[config.mk]
export PLATFORM = sky130hd
export DESIGN_NAME = keyed_wdt
export DESIGN_NICKNAME = d
export VERILOG_FILES = /design/src/rtl/keyed_wdt_pkg.sv /design/src/rtl/wdt_rst_sync.sv /design/src/rtl/wdt_regs.sv /design/src/rtl/wdt_counter.sv /design/src/rtl/wdt_event.sv /design/src/rtl/keyed_wdt.sv
export SDC_FILE = /design/constraint.sdc
export NUM_CORES = 1
export LEC_CHECK = 0
export CAP_MARGIN = 15
export CORE_MARGIN = 10
export CORE_UTILIZATION = 30
export DETAILED_ROUTE_END_ITERATION = 7
export PLACE_DENSITY = 0.54
export SYNTH_ARGS = -nofsm -noshare
export SYNTH_HDL_FRONTEND = slang
export SYNTH_SLANG_ARGS = --single-unit
export TNS_END_PERCENT = 30
[constraint.sdc]
create_clock -name clk -period 1.2 [get_ports clk]
set_clock_uncertainty 0.05 [all_clocks]
set_input_delay 0.24 -clock clk [delete_from_list [all_inputs] [get_ports clk]]
set_output_delay 0.24 -clock clk [all_outputs]
set_load 0.1 [all_outputs]
[src/rtl/keyed_wdt_pkg.sv]
package keyed_wdt_pkg;
  localparam int SEL_W = 2;
  localparam int NSEL  = 1 << SEL_W;

  localparam logic [7:0] KEY_HALT = 8'hB1;
  localparam logic [7:0] KEY_KICK = 8'h4E;

  localparam int EN_POS    = 7;
  localparam int RSTEN_POS = 2;

  typedef enum logic {
    REG_MODE = 1'b0,
    REG_CMD  = 1'b1
  } wdt_reg_e;

  typedef struct packed {
    logic             en;
    logic             rst_en;
    logic [SEL_W-1:0] sel;
  } wdt_mode_t;

  localparam wdt_mode_t MODE_RST = '{en: 1'b1, rst_en: 1'b0, sel: '0};

  function automatic logic [7:0] mode_to_byte(input wdt_mode_t m);
    logic [7:0] b;
    b            = '0;
    b[EN_POS]    = m.en;
    b[RSTEN_POS] = m.rst_en;
    b[SEL_W-1:0] = m.sel;
    return b;
  endfunction

  function automatic wdt_mode_t byte_to_mode(input logic [7:0] b);
    wdt_mode_t m;
    m.en     = b[EN_POS];
    m.rst_en = b[RSTEN_POS];
    m.sel    = b[SEL_W-1:0];
    return m;
  endfunction
endpackage

[src/rtl/wdt_rst_sync.sv]
module wdt_rst_sync (
  input  logic clk,
  input  logic rst_n,
  output logic rst_sync_n
);
  logic [1:0] sync_q;

  always_ff @(posedge clk or negedge rst_n) begin
    if (!rst_n) sync_q <= 2'b00;
    else        sync_q <= {sync_q[0], 1'b1};
  end

  assign rst_sync_n = sync_q[1];
endmodule

[src/rtl/wdt_regs.sv]
module wdt_regs
  import keyed_wdt_pkg::*;
(
  input  logic       clk,
  input  logic       rst_n,
  input  logic       bus_addr,
  input  logic       bus_wr,
  input  logic [7:0] bus_wdata,
  output logic [7:0] bus_rdata,
  output wdt_mode_t  mode_q,
  output logic       run_q,
  output logic       cnt_clr
);
  wdt_mode_t mode_d;
  logic      run_d;
  logic      mode_wr, cmd_wr, mode_ce, run_ce;
  wdt_mode_t wr_mode;

  assign mode_wr = bus_wr && (wdt_reg_e'(bus_addr) == REG_MODE);
  assign cmd_wr  = bus_wr && (wdt_reg_e'(bus_addr) == REG_CMD);
  assign wr_mode = byte_to_mode(bus_wdata);

  // next state
  always_comb begin
    mode_d  = mode_q;
    run_d   = run_q;
    cnt_clr = 1'b0;
    if (mode_wr) begin
      mode_d = wr_mode;
      if (wr_mode.sel != mode_q.sel) cnt_clr = 1'b1;
      if (wr_mode.en) run_d = 1'b1;
    end
    if (cmd_wr) begin
      if (bus_wdata == KEY_HALT) begin
        cnt_clr = 1'b1;
        if (!mode_q.en) run_d = 1'b0;
      end else if (bus_wdata == KEY_KICK) begin
        cnt_clr = 1'b1;
      end
    end
  end

  assign mode_ce = mode_wr;
  assign run_ce  = mode_wr || cmd_wr;

  always_ff @(posedge clk or negedge rst_n) begin
    if (!rst_n) begin
      mode_q <= MODE_RST;
    end else if (mode_ce) begin
      mode_q <= mode_d;
    end
  end

  always_ff @(posedge clk or negedge rst_n) begin
    if (!rst_n) begin
      run_q <= 1'b1;
    end else if (run_ce) begin
      run_q <= run_d;
    end
  end

  // read mux: command register is write-only
  always_comb begin
    if (wdt_reg_e'(bus_addr) == REG_MODE) bus_rdata = mode_to_byte(mode_q);
    else                                  bus_rdata = 8'h00;
  end
endmodule

[src/rtl/wdt_counter.sv]
module wdt_counter
  import keyed_wdt_pkg::*;
#(
  parameter int BASE_TAP = 15,
  parameter int TAP_STEP = 2,
  localparam int CNT_W   = BASE_TAP + TAP_STEP * (NSEL - 1)
) (
  input  logic             clk,
  input  logic             rst_n,
  input  logic             run,
  input  logic             clr,
  input  logic [SEL_W-1:0] sel,
  output logic             expire,
  output logic [CNT_W-1:0] cnt_q
);
  logic [CNT_W-1:0] cnt_d;
  logic [NSEL-1:0]  tap_hit;
  logic             cnt_ce;

  // one terminal-count detector per interval tap
  for (genvar i = 0; i < NSEL; i++) begin : g_tap
    localparam int TAP = BASE_TAP + TAP_STEP * i;
    assign tap_hit[i] = &cnt_q[TAP-1:0];
  end

  assign expire = run && !clr && tap_hit[sel];
  assign cnt_ce = run || clr;

  always_comb begin
    if (clr || expire) cnt_d = '0;
    else               cnt_d = cnt_q + CNT_W'(1);
  end

  always_ff @(posedge clk or negedge rst_n) begin
    if (!rst_n)      cnt_q <= '0;
    else if (cnt_ce) cnt_q <= cnt_d;
  end
endmodule

[src/rtl/wdt_event.sv]
module wdt_event (
  input  logic clk,
  input  logic rst_n,
  input  logic expire,
  input  logic rst_en,
  output logic rst_req_q,
  output logic evt_q
);
  logic rst_req_d, evt_d;

  always_comb begin
    rst_req_d = expire && rst_en;
    evt_d     = expire && !rst_en;
  end

  always_ff @(posedge clk or negedge rst_n) begin
    if (!rst_n) begin
      rst_req_q <= 1'b0;
      evt_q     <= 1'b0;
    end else begin
      rst_req_q <= rst_req_d;
      evt_q     <= evt_d;
    end
  end
endmodule

[src/rtl/keyed_wdt.sv]
module keyed_wdt
  import keyed_wdt_pkg::*;
#(
  parameter int BASE_TAP = 15,
  parameter int TAP_STEP = 2
) (
  input  logic       clk,
  input  logic       rst_n,
  input  logic       bus_addr,
  input  logic       bus_wr,
  input  logic [7:0] bus_wdata,
  output logic [7:0] bus_rdata,
  output logic       wdt_rst_req,
  output logic       wdt_expired
);
  localparam int CNT_W = BASE_TAP + TAP_STEP * (NSEL - 1);

  logic             rst_sync_n;
  wdt_mode_t        mode_q;
  logic             run_q;
  logic             cnt_clr;
  logic             expire;
  logic [CNT_W-1:0] cnt_q;

  wdt_rst_sync u_rst_sync (
    .clk        (clk),
    .rst_n      (rst_n),
    .rst_sync_n (rst_sync_n)
  );

  wdt_regs u_regs (
    .clk       (clk),
    .rst_n     (rst_sync_n),
    .bus_addr  (bus_addr),
    .bus_wr    (bus_wr),
    .bus_wdata (bus_wdata),
    .bus_rdata (bus_rdata),
    .mode_q    (mode_q),
    .run_q     (run_q),
    .cnt_clr   (cnt_clr)
  );

  wdt_counter #(
    .BASE_TAP (BASE_TAP),
    .TAP_STEP (TAP_STEP)
  ) u_counter (
    .clk    (clk),
    .rst_n  (rst_sync_n),
    .run    (run_q),
    .clr    (cnt_clr),
    .sel    (mode_q.sel),
    .expire (expire),
    .cnt_q  (cnt_q)
  );

  wdt_event u_event (
    .clk       (clk),
    .rst_n     (rst_sync_n),
    .expire    (expire),
    .rst_en    (mode_q.rst_en),
    .rst_req_q (wdt_rst_req),
    .evt_q     (wdt_expired)
  );
endmodule

==> flow_summary.toml <==
[cells_and_area]
final_cell_mix = "48 x buf_4, 28 x dfrtp_1, 16 x xnor2_1, 15 x nor2_1, 10 x clkdlybuf4s50_1"
synthToLayoutAreaGrowth_pct = 55.5
final_common_cell = "buf_4"
antenna_cells = 0
drive_above_1_share = 0.391
fillers = 496
nets = 248

[yosys]
synthXorXnorAreaFrac = 0.0847
synth_top_family_by_area = "simple AND/OR/NAND/NOR gates"
synth-adder-area-share = 0.0151
syn_area_sq_um = 1650
netlist_instances = 163
synth_area_per_cell_sq_um = 10.1
yosysWarnings = 0
synth_cell_type_count = 37
synthMuxAreaShare = 0.0340
ys_seq_area_frac = 0.455
synth_compound_area_frac = 0.166
ys_ff_latch = 30
synth-simple-area-share = 0.194

[sta]
period_minus_slack_ns = 2.30
finalSetupTns_ns = -25.56
maxSlewHeadroom = 0.570
rsz0062_at_grt = "yes"
timing_worst_slew_pin_value_ns = 0.629
hold_slack_ns = 0.0613
finalHoldViolations = 0
setup_slack_ns = -1.10
max_freq_ghz = 0.435
maxSlewViolCount = 0
fin_crit_sh = 1.92
final-setup-viol-count = 28

[drt]
ant_nets = 0
drt-initial-drc-count = 78
finalWirelength_microns = 4200
num_vias = 1481
routed_via_density = 4.86
wl_per_cell_microns = 13.8
first_pass_iters = 4
drc = 0

[clock_network]
insertion_delay_ns = 0.28
hold_buffers = 0
h-tree-depth = 2
cts_setup_buffers = 0
cts_tree = "yes"
clkTransAtPathRegs_ns = 0.07
clk_path_buf_depth = 2
numCtsBuffers = 5
cts.sinks = 30
root_buffer = "clkbuf_8"

[worst_setup_path]
cp_max_fo = 18
critical_path_class = "flop to flop"
reg2reg_to = "u_counter.cnt_q[17]"
rrSetupSlack_ns = -1.10
setup.worst_path.end_class = "flop"
cp-start-kind = "flop"
endpoint = "u_counter.cnt_q[17]"
reg2reg_depth = 11
arrival_ns = 2.42
crit_path_start = "u_counter.cnt_q[1]"
required_ns = 1.32
r2r-start = "u_counter.cnt_q[1]"

[global_routing]
grt_max_degree = 29
grt_pass1_wl_microns = 7390
overflow = 0
grt_pass1_vias = 1556
antenna_found_initial = 0
grt_usage = 0.104

[status]
status = "finished with violations"
violations = "setup timing"

[floorplan]
die_area_sq_um = 8880
start_util = 0.316
num_io_pins = 22
core_sq_um = 5240
chipHeight_microns = 94.3
die_x_microns = 94.3
rows = 26

[placed_design]
portBuffers = 17
gp_congestion = 0.890
place_hpwl_microns = 3300

[min_path]
holdCritPathClass = "input port to asynchronous set/reset pin"

[power_and_ir_drop]
peakVddDrop_uv = 737
p_per_area_nw_per_um2 = 1270
cellLeakagePower_nw = 1.08
total_power_mw = 3.27

[flow_run]
max_cap_viol_count = 0
timing repair:
item,4_1_cts,5_1_grt
gates cloned,0,0
resized for setup,12,7
pin swaps,0,2
endpoints found under the setup margin,30,32
routing by layer:
layer,routed length [microns],share of wire,GRT usage
met1,1900,0.45,0.125
met4,43,0.010,0.0405
met3,187,0.044,0.0312
met5,0,0,0
met2,2070,0.49,0.168
cell families (layout without fill, tap and decap cells):
group / Yosys count / count (layout)
other cells: 2 / 5
fa+ha+maj: 2 / 2
buf+inv: 14 / 83
flops: 30 / 30
xor+xnor: 16 / 16
compound gates: 35 / 35
simple gates: 59 / 59
mux: 5 / 5
Yosys cell counts (all sizes together):
library cell / number / area (sq um)
dfrtp: 28 / 701
nor2: 17 / 63.8
xnor2: 16 / 140
a21oi: 9 / 45.0
nand3: 9 / 45.0
a211oi: 7 / 52.6
nand2: 7 / 28.8
buf: 6 / 46.3
inv: 6 / 22.5
a2111oi: 5 / 50.0
mux2: 5 / 56.3
nand4: 5 / 31.3
nor2b: 5 / 31.3
o21ai: 4 / 20.0
a21o: 3 / 23.8
and4: 3 / 28.8
nand2b: 3 / 18.8
or3: 3 / 18.8
a21boi: 2 / 15.0
a22o: 2 / 17.5
and2: 2 / 12.5
clkbuf: 2 / 7.51
conb: 2 / 7.51
dfstp: 2 / 52.6
ha: 2 / 25.0
nor3: 2 / 10.0
nor4b: 2 / 17.5
o211ai: 1 / 21.3
o31ai: 1 / 21.3
o41ai: 1 / 8.76
or4b: 1 / 13.8
where the power goes:
| part | internal (mW) | switching (mW) | leakage, nW | total (mW) |
|---|---|---|---|---|
| Combinational | 0.390 | 0.480 | 0.608 | 0.870 |
| Sequential | 1.09 | 0.0479 | 0.399 | 1.14 |
| Clock | 0.885 | 0.380 | 0.0714 | 1.27 |
| Total | 2.36 | 0.908 | 1.08 | 3.27 |
registers in the layout, summed over array words and instances (netlist names):
name               count
u_regs.mode_q          4
u_event.rst_req_q      1
u_event.evt_q          1
u_rst_sync.sync_q      2
u_regs.run_q           1
u_counter.cnt_q       21
through the flow:
step | instances | utilization | setup WS [ns] | instance area, sq um
after global routing | 305 | 0.491 | -1.24 | 2570
after detailed placement | 297 | 0.447 | -1.32 | 2340
final | 305 | 0.491 | -1.10 | 2570
after global placement | 297 | 0.447 | -1.23 | 2340
after CTS | 305 | 0.484 | -1.16 | 2530
after floorplan | 166 | - | -1.18 | 1680
area by class of cell:
cell class	instances	area, sq um	area share
clock buffers	6	82.6	0.0321
clock inverters	2	60.1	0.0233
inverters	6	22.5	0.00875
multi-input cells	122	920	0.357
flip-flops and latches	30	753	0.293
well taps	70	87.6	0.0340
repair buffers	69	647	0.251
critical path, cell delays in order, from the launching register on:
cell	delay [ns]
dfrtp_1	0.36
ha_2	0.20
nand3_2	0.09
or4b_4	0.56
nor2_4	0.14
ha_4	0.14
a21oi_2	0.06
o31ai_4	0.06
nand2_2	0.11
o211ai_4	0.19
buf_12	0.17
nor2_1	0.06
how the worst min path moves through the flow:
stage | start | slack, ns | to | cells past startpoint
final | rst_n | 0.06 | u_rst_sync.sync_q[0] | 1
after global routing | rst_n | 0.06 | u_rst_sync.sync_q[0] | 1
after CTS | rst_n | 0.06 | u_rst_sync.sync_q[0] | 1
after detailed placement | u_rst_sync.sync_q[1] | 0.21 | u_counter.cnt_q[18] | 1
after global placement | u_rst_sync.sync_q[1] | 0.20 | u_counter.cnt_q[18] | 1
after floorplan | rst_n | -0.11 | u_rst_sync.sync_q[0] | 0
Power figures use the tool's default switching activity.
